==> src/rtl/dualpot_pkg.sv <==
package dualpot_pkg;
  localparam int          BYTE_W     = 8;
  localparam int          NUM_CH     = 2;
  localparam int          STRAP_W    = 2;
  localparam logic [4:0]  DEV_PREFIX = 5'b01011;
  localparam logic [7:0]  MID_CODE   = 8'h80;
  localparam int          BIT_CNT_W  = $clog2(BYTE_W + 1);

  // instruction byte field positions (decoded by the register bank)
  localparam int IB_SEL = 7;
  localparam int IB_MID = 6;
  localparam int IB_SD  = 5;
  localparam int IB_O2  = 4;
  localparam int IB_O1  = 3;

  typedef enum logic [2:0] {
    LK_IDLE, LK_RX, LK_ACK, LK_TX, LK_RACK
  } link_st_t;

  typedef enum logic [1:0] {
    PH_ADDR, PH_INSTR, PH_DATA
  } phase_t;
endpackage

==> src/rtl/pot_bus_sampler.sv <==
module pot_bus_sampler #(
  parameter int STAGES = 2
) (
  input  logic clk,
  input  logic rst_n,
  input  logic scl_i,
  input  logic sda_i,
  output logic scl_o,
  output logic sda_o,
  output logic scl_rise,
  output logic scl_fall,
  output logic start_o,
  output logic stop_o
);
  logic [STAGES-1:0] scl_sh, sda_sh;
  logic              scl_p, sda_p;

  always_ff @(posedge clk or negedge rst_n) begin
    if (!rst_n) begin
      scl_sh <= '1;
      sda_sh <= '1;
      scl_p  <= 1'b1;
      sda_p  <= 1'b1;
    end else begin
      scl_sh <= {scl_sh[STAGES-2:0], scl_i};
      sda_sh <= {sda_sh[STAGES-2:0], sda_i};
      scl_p  <= scl_sh[STAGES-1];
      sda_p  <= sda_sh[STAGES-1];
    end
  end

  assign scl_o    = scl_sh[STAGES-1];
  assign sda_o    = sda_sh[STAGES-1];
  assign scl_rise = scl_o & ~scl_p;
  assign scl_fall = ~scl_o & scl_p;
  assign start_o  = scl_o & scl_p & sda_p & ~sda_o;
  assign stop_o   = scl_o & scl_p & ~sda_p & sda_o;
endmodule

==> src/rtl/pot_link_fsm.sv <==
module pot_link_fsm
  import dualpot_pkg::*;
(
  input  logic               clk,
  input  logic               rst_n,
  input  logic               scl,
  input  logic               sda,
  input  logic               scl_rise,
  input  logic               scl_fall,
  input  logic               start_det,
  input  logic               stop_det,
  input  logic [STRAP_W-1:0] strap,
  input  logic [BYTE_W-1:0]  rd_byte,
  output logic               sda_oe,
  output logic               instr_stb,
  output logic               data_stb,
  output logic [BYTE_W-1:0]  rx_byte
);
  link_st_t             st;
  phase_t               ph;
  logic [BIT_CNT_W-1:0] bitcnt;
  logic [BYTE_W-1:0]    shreg, txreg;
  logic                 rnw, mack;
  logic                 addr_hit;

  assign addr_hit = (shreg[BYTE_W-1:1] == {DEV_PREFIX, strap});
  assign rx_byte  = shreg;

  always_ff @(posedge clk or negedge rst_n) begin
    if (!rst_n) begin
      st        <= LK_IDLE;
      ph        <= PH_ADDR;
      bitcnt    <= '0;
      shreg     <= '0;
      txreg     <= '0;
      rnw       <= 1'b0;
      mack      <= 1'b0;
      sda_oe    <= 1'b0;
      instr_stb <= 1'b0;
      data_stb  <= 1'b0;
    end else begin
      instr_stb <= 1'b0;
      data_stb  <= 1'b0;
      if (start_det) begin
        st     <= LK_RX;
        ph     <= PH_ADDR;
        bitcnt <= '0;
        sda_oe <= 1'b0;
      end else if (stop_det) begin
        st     <= LK_IDLE;
        sda_oe <= 1'b0;
      end else begin
        case (st)
          LK_RX: begin
            if (scl_rise && bitcnt != BIT_CNT_W'(BYTE_W)) begin
              shreg  <= {shreg[BYTE_W-2:0], sda};
              bitcnt <= bitcnt + 1'b1;
            end else if (scl_fall && bitcnt == BIT_CNT_W'(BYTE_W)) begin
              case (ph)
                PH_ADDR: begin
                  if (addr_hit) begin
                    sda_oe <= 1'b1;
                    rnw    <= shreg[0];
                    st     <= LK_ACK;
                  end else begin
                    st <= LK_IDLE;
                  end
                end
                PH_INSTR: begin
                  sda_oe    <= 1'b1;
                  instr_stb <= 1'b1;
                  st        <= LK_ACK;
                end
                default: begin
                  sda_oe   <= 1'b1;
                  data_stb <= 1'b1;
                  st       <= LK_ACK;
                end
              endcase
            end
          end
          LK_ACK: begin
            if (scl_fall) begin
              bitcnt <= '0;
              if (ph == PH_ADDR && rnw) begin
                txreg  <= rd_byte;
                sda_oe <= ~rd_byte[BYTE_W-1];
                st     <= LK_TX;
              end else begin
                sda_oe <= 1'b0;
                st     <= LK_RX;
                ph     <= (ph == PH_ADDR) ? PH_INSTR : PH_DATA;
              end
            end
          end
          LK_TX: begin
            if (scl_fall) begin
              if (bitcnt == BIT_CNT_W'(BYTE_W - 1)) begin
                sda_oe <= 1'b0;
                bitcnt <= '0;
                st     <= LK_RACK;
              end else begin
                txreg  <= {txreg[BYTE_W-2:0], 1'b0};
                sda_oe <= ~txreg[BYTE_W-2];
                bitcnt <= bitcnt + 1'b1;
              end
            end
          end
          LK_RACK: begin
            if (scl_rise) begin
              mack <= ~sda;
            end else if (scl_fall) begin
              if (mack) begin
                txreg  <= rd_byte;
                sda_oe <= ~rd_byte[BYTE_W-1];
                st     <= LK_TX;
              end else begin
                st <= LK_IDLE;
              end
            end
          end
          default: ;
        endcase
      end
    end
  end

  // an acknowledge of the address phase implies the received address matched
  assert_ack_addr_R1: assert property (@(posedge clk) disable iff (!rst_n)
    (st == LK_ACK && ph == PH_ADDR) |-> (shreg[BYTE_W-1:1] == {DEV_PREFIX, strap}));

  // drive enable moves only while sampled SCL is low
  assert_sda_scl_low_R10: assert property (@(posedge clk) disable iff (!rst_n)
    (!$stable(sda_oe) && !start_det && !stop_det) |-> !scl);
endmodule

==> src/rtl/pot_reg_bank.sv <==
module pot_reg_bank
  import dualpot_pkg::*;
(
  input  logic                           clk,
  input  logic                           rst_n,
  input  logic                           instr_stb,
  input  logic                           data_stb,
  input  logic [BYTE_W-1:0]              rx_byte,
  output logic [NUM_CH-1:0][BYTE_W-1:0]  wiper_q,
  output logic [BYTE_W-1:0]              rd_byte,
  output logic                           sd_q,
  output logic                           o1_q,
  output logic                           o2_q
);
  logic sel_q;
  logic mid_lock;

  always_ff @(posedge clk or negedge rst_n) begin
    if (!rst_n) begin
      sel_q    <= 1'b0;
      mid_lock <= 1'b0;
      sd_q     <= 1'b0;
      o1_q     <= 1'b0;
      o2_q     <= 1'b0;
    end else if (instr_stb) begin
      sel_q    <= rx_byte[IB_SEL];
      mid_lock <= rx_byte[IB_MID];
      sd_q     <= rx_byte[IB_SD];
      o2_q     <= rx_byte[IB_O2];
      o1_q     <= rx_byte[IB_O1];
    end
  end

  for (genvar ch = 0; ch < NUM_CH; ch++) begin : g_ch
    always_ff @(posedge clk or negedge rst_n) begin
      if (!rst_n) begin
        wiper_q[ch] <= MID_CODE;
      end else if (instr_stb && rx_byte[IB_SEL] == 1'(ch) && rx_byte[IB_MID]) begin
        wiper_q[ch] <= MID_CODE;
      end else if (data_stb && sel_q == 1'(ch) && !mid_lock) begin
        wiper_q[ch] <= rx_byte;
      end
    end

    // midscale request lands the selected channel on the center code
    assert_midscale_R5: assert property (@(posedge clk) disable iff (!rst_n)
      (instr_stb && rx_byte[IB_SEL] == 1'(ch) && rx_byte[IB_MID]) |=> (wiper_q[ch] == MID_CODE));

    // without a bus strobe the code is held (shutdown has no path here)
    assert_wiper_hold_R6: assert property (@(posedge clk) disable iff (!rst_n)
      (!instr_stb && !data_stb) |=> $stable(wiper_q[ch]));

    // an accepted data byte becomes the selected channel code
    assert_data_load_R3: assert property (@(posedge clk) disable iff (!rst_n)
      (data_stb && sel_q == 1'(ch) && !mid_lock) |=> (wiper_q[ch] == $past(rx_byte)));
  end

  assign rd_byte = wiper_q[sel_q];
endmodule

==> src/rtl/dualpot_i2c_ctrl.sv <==
module dualpot_i2c_ctrl
  import dualpot_pkg::*;
#(
  parameter int SYNC_STAGES = 2
) (
  input  logic               clk,
  input  logic               rst_n,
  input  logic               scl_i,
  input  logic               sda_i,
  output logic               sda_oe_o,
  input  logic [STRAP_W-1:0] addr_strap_i,
  input  logic               shdn_n_i,
  output logic [BYTE_W-1:0]  wiper1_o,
  output logic [BYTE_W-1:0]  wiper2_o,
  output logic               shutdown_o,
  output logic               out1_o,
  output logic               out2_o
);
  logic scl_s, sda_s, scl_rise, scl_fall, start_det, stop_det;
  logic instr_stb, data_stb, sd_q;
  logic [BYTE_W-1:0] rx_byte, rd_byte;
  logic [NUM_CH-1:0][BYTE_W-1:0] wiper_q;

  pot_bus_sampler #(.STAGES(SYNC_STAGES)) u_sampler (
    .clk(clk), .rst_n(rst_n), .scl_i(scl_i), .sda_i(sda_i),
    .scl_o(scl_s), .sda_o(sda_s), .scl_rise(scl_rise), .scl_fall(scl_fall),
    .start_o(start_det), .stop_o(stop_det)
  );

  pot_link_fsm u_link (
    .clk(clk), .rst_n(rst_n), .scl(scl_s), .sda(sda_s),
    .scl_rise(scl_rise), .scl_fall(scl_fall),
    .start_det(start_det), .stop_det(stop_det),
    .strap(addr_strap_i), .rd_byte(rd_byte),
    .sda_oe(sda_oe_o), .instr_stb(instr_stb), .data_stb(data_stb),
    .rx_byte(rx_byte)
  );

  pot_reg_bank u_regs (
    .clk(clk), .rst_n(rst_n), .instr_stb(instr_stb), .data_stb(data_stb),
    .rx_byte(rx_byte), .wiper_q(wiper_q), .rd_byte(rd_byte),
    .sd_q(sd_q), .o1_q(out1_o), .o2_q(out2_o)
  );

  assign wiper1_o   = wiper_q[0];
  assign wiper2_o   = wiper_q[1];
  assign shutdown_o = sd_q | ~shdn_n_i;
endmodule

==> config.mk <==
export PLATFORM = sky130hd
export DESIGN_NAME = dualpot_i2c_ctrl
export DESIGN_NICKNAME = d
export VERILOG_FILES = /design/src/rtl/dualpot_pkg.sv /design/src/rtl/pot_bus_sampler.sv /design/src/rtl/pot_link_fsm.sv /design/src/rtl/pot_reg_bank.sv /design/src/rtl/dualpot_i2c_ctrl.sv
export SDC_FILE = /design/constraint.sdc
export NUM_CORES = 1
export LEC_CHECK = 0
export BUFFER_PORTS_ARGS = -buffer_cell sky130_fd_sc_hd__buf_2
export CORE_AREA = 2 2 92 94
export CTS_CLUSTER_DIAMETER = 40
export CTS_CLUSTER_SIZE = 12
export DETAILED_ROUTE_END_ITERATION = 8
export DIE_AREA = 0 0 94 96
export SLEW_MARGIN = 20
export SYNTH_ARGS = -nofsm -noshare
export SYNTH_HDL_FRONTEND = slang
export SYNTH_SLANG_ARGS = --single-unit
==> constraint.sdc <==
create_clock -name clk -period 2.7 [get_ports clk]
set_input_delay 0.405 -clock clk [delete_from_list [all_inputs] [get_ports clk]]
set_output_delay 0.405 -clock clk [all_outputs]
set_load 0.01 [all_outputs]
==> results_dict.tcl, run 1 <==
set metrics [dict create \
    ys_types 51 \
    crit_chain "nor2b_1 > o21ai_0 > a211oi_4 > mux2_2" \
    synth_most_common_cell "dfrtp_1" \
    synth_area_leaders "dfrtp_1 (44%), dfstp_2 (7.6%), mux2i_1 (6.5%)" \
    clkPwrFrac_pct 23.6 \
    crit_family "compound AO/OA/AOI/OAI gates" \
    fin_cells 388 \
    yosys-mux-area-fraction_pct 11.43 \
    synthSimpleGateAreaFrac_pct 18.51 \
    place_inst 380 \
    drc 0 \
    die_area_sq_um 9024 \
    start_util_pct 34.25 \
    netlist_area_sq_um 2758 \
    dp_hpwl_um 4538 \
    endpoint_kind "register" \
    fin_crit_sh_pct 81.33 \
    startpoint_type "register" \
    synth_edf_count 0 \
    required_ps 2900 \
    crit_arrival_ps 2390 \
    drtAntennaViolNets 0 \
    cts_resized 0 \
    grt_pass1_wl_um 9922 \
    die_h_um 96 \
    p_seq_share_pct 49.8 \
    skew_ps 4.634 \
    cpPeakStageDelay_ps 590 \
    ys_async_sr_fraction_pct 100.0 \
    fin_nets 291 \
    coreArea_sq_um 8051 \
    path_clk_slew_ps 100 \
    grt.total_usage_pct 14.18 \
    synth_seq_cells 56 \
    setup-tns-final_ps 0 \
    slowest_stage "dfstp_2" \
    worst_skew_pair.late_latency_ps 300 \
    globalplace.congestion 0.8498 \
    yosys-top-cells-count "dfrtp_1 (48), nand2_1 (25), nor2_1 (19)" \
    worst_pin_slew_ps 654.8 \
    n_fill_cell 827 \
    p_leak_nw 1.510 \
    drt_iter0_markers 81 \
    synth_top_cell_area_share_pct 43.56 \
    worst-path-max-fanout 8 \
    hold_viol 0 \
    antenna_cells_inserted 0 \
    max-cap-violations 0 \
    slew_viol_final 0 \
    clock-root-buffer "clkbuf_8" \
    cts_tree "built" \
    status "completed" \
    areaGrowthSynthToFinish_pct 12.66 \
    wirelength_um 6272 \
    fmax_ghz 0.4554 \
    swShare_pct 33.72 \
    post_cts_buffers 0 \
    multiInputGateArea_sq_um 1270 \
    syn-mean-instance-area_sq_um 10.77 \
    seq_area_frac_synth_pct 51.18 \
    path_class "register to register" \
    hold_path.class "input port to async pin" \
    slew-limit-headroom_pct 56.19 \
    p_int_mw 1.548 \
    p_comb_share_pct 26.5 \
    ys_warn_count 0 \
    grt_pass1_vias 1975 \
    grt_antenna_before_repair 0 \
    ir_worst_vdd_mv 0.2159 \
    synth_fp_nets 265 \
    viasPerCell 5.276 \
    synthXorXnorAreaFrac_pct 1.270 \
    switchingPower_mw 0.7874 \
    synthFlopType "dfrtp_1" \
    post-synth-top-area-cell "dfrtp_1" \
    timing.hold.ws_ps 91.19 \
    htreeDepth 2 \
    drive_gt1_share_pct 22.97 \
    seq_area_sq_um 1411 \
    numPortBuffers 26 \
    cts_buffer_depth 2 \
    crit_buf_inv 0 \
    wl_per_cell_um 16.16 \
    grt_max_degree 31 \
    rows 33 \
    pin_count 27 \
    cts_hold_buffers 0 \
    cts-buffers-inserted 5 \
    clkSinkCount 56 \
    firstDrtPassIters 4 \
    synth-compound-area-share_pct 13.93 \
    synth_top_family_by_area "simple AND/OR/NAND/NOR gates" \
    synthCells 256 \
    rsz0062_at_grt "false" \
    p_per_area_nw_per_um2 751.6 \
    synthAdderAreaFrac_pct 0.9074 \
    vias 2047 \
    die_w_um 94 \
    post-route-min-period_ps 2196 \
    gr-total-overflow 0 \
    setup_viol 0 \
]
## power by group through the flow
stage          sequential (mW)  combinational (mW)  clock, mW
6_report                  1.16               0.620      0.552
5_1_grt                   1.19               0.683      0.613
4_1_cts                   1.16               0.621      0.577
3_5_place_dp              1.18               0.618          0
3_3_place_gp              1.17               0.606          0
2_1_floorplan             1.09               0.520          0
## final timing paths
kind	startpoint	endpoint	slack (ps)	cells after the start
worst max register to register	u_sampler.scl_p	u_link.txreg[6]	500	4
worst min-delay path	rst_n	u_regs.wiper_q[5]	90	2
max in group asynchronous	rst_n	u_sampler.scl_sh[0]	2270	2
worst max-delay path	u_sampler.scl_p	u_link.txreg[6]	500	4
worst min register to register	u_sampler.scl_sh[0]	u_sampler.scl_sh[1]	360	0
min in group clk	sda_i	u_sampler.sda_sh[0]	190	1
## flip-flops by register name, indices dropped and copies added (netlist names)
register / flops
u_link.bitcnt: 4
u_sampler.sda_sh: 2
u_link.ph: 2
u_regs.wiper_q: 16
u_regs.sel_q: 1
u_link.data_stb: 1
u_regs.o2_q: 1
u_link.rnw: 1
u_sampler.scl_sh: 2
u_sampler.sda_p: 1
u_regs.mid_lock: 1
u_regs.o1_q: 1
u_regs.sd_q: 1
u_link.st: 3
u_link.mack: 1
u_link.instr_stb: 1
u_link.sda_oe: 1
u_link.rx_byte: 8
u_sampler.scl_p: 1
u_link.txreg: 7
## layout make-up
cell class	instances	share of cell area (%)
Clock inverter	2	1.248
Timing Repair Buffer	29	4.913
Tap cell	105	4.229
Clock buffer	6	2.336
Sequential cell	56	45.43
Inverter	8	0.9666
Multi-Input combinational cell	182	40.88
## through the flow
step | utilization [%] | power [mW] | area (sq um) | setup WS, ps
after global routing | 38.59 | 2.483 | 3107 | 358.7
final | 38.59 | 2.335 | 3107 | 504.1
after CTS | 38.59 | 2.360 | 3107 | 499.1
after floorplan | - | 1.611 | 2758 | 861.4
after detailed placement | 37.20 | 1.799 | 2995 | 516.2
after global placement | 37.20 | 1.781 | 2995 | 535.7
## worst register-to-register path, delay by kind of cell, from the launching register on
kind            cells  cell delay (ps)
compound gates      2              690
flops               1              590
mux                 1              390
simple gates        1              420
## routing by layer
layer / vias up / global-route usage [%] / share of wire [%]
met2: 32 / 22.74 / 46
met3: 7 / 2.506 / 2.7
met1: 1033 / 20.05 / 50
li1: 975 / - / -
met4: 0 / 3.502 / 1.4
met5: - / 0 / 0
## logic make-up after synthesis
kind of cell | Yosys count
AOI/OAI and AO/OA | 54
xor gates and xnor gates | 4
adders and majority gates | 2
buffers and inverters | 18
DFF | 56
muxes | 30
and+or+nand+nor | 92
## layout by cell type (no fill, tap or decap), types with 5 or more instances in the layout
master and count:
dfrtp_1 48, buf_2 26, nand2_1 25, nor2_1 19, mux2i_1 18, a21oi_1 13, mux2_2 12, o21ai_0 10
inv_1 8, a22o_1 8, dfstp_2 8, nor2b_1 6, nor3b_1 6, nand3_1 5, clkbuf_8 5
(Power assumes the default switching activity.)
==> run 2: changes to the inputs <==
==> constraint.sdc (replaced) <==
create_clock -name clk -period 1.8 [get_ports clk]
set_input_delay 0.27 -clock clk [delete_from_list [all_inputs] [get_ports clk]]
set_output_delay 0.27 -clock clk [all_outputs]
set_load 0.01 [all_outputs]
==> run 2 against run 1 <==
Fmax grew 23%. Clock skew increased by 2.9 ps. Global-route usage is 0.93 points higher. Via count rose by 7.2%. Clock power increased by 30%. Sequential share of layout area decreased by 5.5 points. Critical path depth unchanged. Count of clock-buffer cells in the layout decreased by 1. Die area is the same.
==> results_dict.tcl, run 2 (synthesis gave the netlist of run 1 again) <==
set metrics [dict create \
    status "completed" \
    fin_cells 432 \
    drt_iter0_markers 139 \
    max-cap-violations 0 \
    worst-path-max-fanout 8 \
    grt.total_usage_pct 15.12 \
    endpoint_kind "register" \
    coreArea_sq_um 8051 \
    worst_pin_slew_ps 521.7 \
    crit_arrival_ps 2040 \
    cts_tree "built" \
    worst_slack_ps 19.35 \
    switchingPower_mw 1.319 \
    fmax_ghz 0.5616 \
    fin_nets 335 \
    viasPerCell 5.079 \
    clkPwrFrac_pct 19.0 \
    setup_viol 0 \
    cts_buffer_depth 2 \
    clock-root-buffer "clkbuf_8" \
    seq_area_sq_um 1414 \
    cts-buffers-inserted 5 \
    clkSinkCount 56 \
    hold_path.class "input port to register" \
    wirelength_um 6574 \
    min_path_cells 1 \
    path_clk_slew_ps 100 \
    pin_count 27 \
    ir_worst_vdd_mv 0.3985 \
    slew_viol_final 0 \
    layout_common_cells "dfrtp_1 (46), buf_4 (43), buf_2 (26)" \
    path_class "register to register" \
    htreeDepth 2 \
    fin_crit_sh_pct 98.93 \
    n_fill_cell 776 \
    dp_hpwl_um 4859 \
    die_area_sq_um 9024 \
    numPortBuffers 26 \
    ff2ff_path_depth 4 \
    post-place-ws_ps -38.46 \
    grt_antenna_before_repair 0 \
    globalplace.congestion 0.8485 \
    swShare_pct 34.88 \
    slew-limit-headroom_pct 65.14 \
    grt_pass1_vias 2153 \
    grt_pass1_wl_um 10670 \
    wl_per_cell_um 15.22 \
    p_comb_share_pct 36.2 \
    place_inst 423 \
    antenna_cells_inserted 0 \
    start_util_pct 34.25 \
    rsz0062_at_grt "true" \
    firstDrtPassIters 4 \
    largest_register "u_regs.wiper_q" \
    p_seq_share_pct 44.8 \
    rows 33 \
    die_w_um 94 \
    gr-total-overflow 0 \
    die_h_um 96 \
    grt_max_degree 57 \
    largest_reg_flops 16 \
    skew_ps 7.508 \
    vias 2194 \
    drc 0 \
    multiInputGateArea_sq_um 1366 \
    final_common_cell "dfrtp_1" \
    drtAntennaViolNets 0 \
    areaGrowthSynthToFinish_pct 28.31 \
    hold_viol 0 \
    post-route-min-period_ps 1781 \
    startpoint_type "register" \
    required_ps 2060 \
    p_leak_nw 1.750 \
    p_int_mw 2.462 \
    drive_gt1_share_pct 37.61 \
    worst_skew_pair.late_latency_ps 310 \
    p_per_area_nw_per_um2 1069 \
]
[run 2: cell count changes in the layout (fill, tap and decap cells not counted), moves of 2 or more]
cell      before  now
dfrtp_2        0    2
dfrtp_1       48   46
a21oi_2        0    2
buf_4          3   43
a211oi_1       4    2
buf_6          0    2
a211oi_2       0    2
a21oi_1       13   11
[run 2: repair_timing]
item                                    CTS  global route
pin swaps                                 0             1
cloned                                    0             0
endpoints found under the setup margin    7            15
hold buffers                              1             0
buffers inserted                          0             1
hold endpoints to repair                 48             0
gates resized for setup                   5            18
[run 2: worst paths after layout]
check                                    startpoint             endpoint  slack, ps
worst max-delay path                   u_link.st[1]         u_link.st[1]         20
max in group asynchronous                     rst_n      u_sampler.scl_p       1010
min in group asynchronous                     rst_n    u_regs.wiper_q[4]        470
worst min-delay path                          sda_i  u_sampler.sda_sh[0]         40
worst min register to register  u_sampler.sda_sh[0]  u_sampler.sda_sh[1]        360
worst max register to register         u_link.st[1]         u_link.st[1]         20
[run 2: worst max-delay path, cell delays in order, from the launching register on]
cell,delay (ps)
dfrtp_1,490
or3b_2,550
and3_1,210
a211oi_1,270
mux2_2,200
[run 2: cell type report]
type / instances / share of cell area (%)
flip-flops and latches: 56 / 39.96
multi-input cells: 182 / 38.61
repair buffers: 73 / 14.29
well taps: 105 / 3.713
clock buffers: 5 / 1.945
inverters: 8 / 0.8487
clock inverters: 3 / 0.6365
[run 2: routing by layer]
metal | vias to the layer above | wire, um | global-route usage, %
li1 | 1071 | - | -
met1 | 1074 | 3292 | 22.14
met2 | 40 | 3018 | 23.57
met3 | 9 | 173 | 2.741
met4 | 0 | 90 | 3.019
met5 | - | 0 | 0
[run 2: power by group through the flow]
| stage | Clock, mW | Sequential, mW | Combinational [mW] |
|---|---|---|---|
| floorplan | 0 | 1.64 | 0.784 |
| global placement | 0 | 1.69 | 1.26 |
| detailed placement | 0 | 1.70 | 1.27 |
| CTS | 0.742 | 1.68 | 1.30 |
| global route | 0.788 | 1.73 | 1.50 |
| finish | 0.719 | 1.69 | 1.37 |
[run 2: metrics by stage]
stage               hold slack (ps)  cell area [sq um]  utilization (%)  power, mW  TNS, ps
floorplan                    -25.59               2760                -      2.419   -24.92
global placement              293.6               3331            41.37      2.954   -96.48
detailed placement            307.3               3331            41.37      2.972   -185.3
CTS                           34.36               3461            42.98      3.724        0
global route                  36.20               3538            43.95      4.015   -45.21
finish                        44.37               3538            43.95      3.781        0
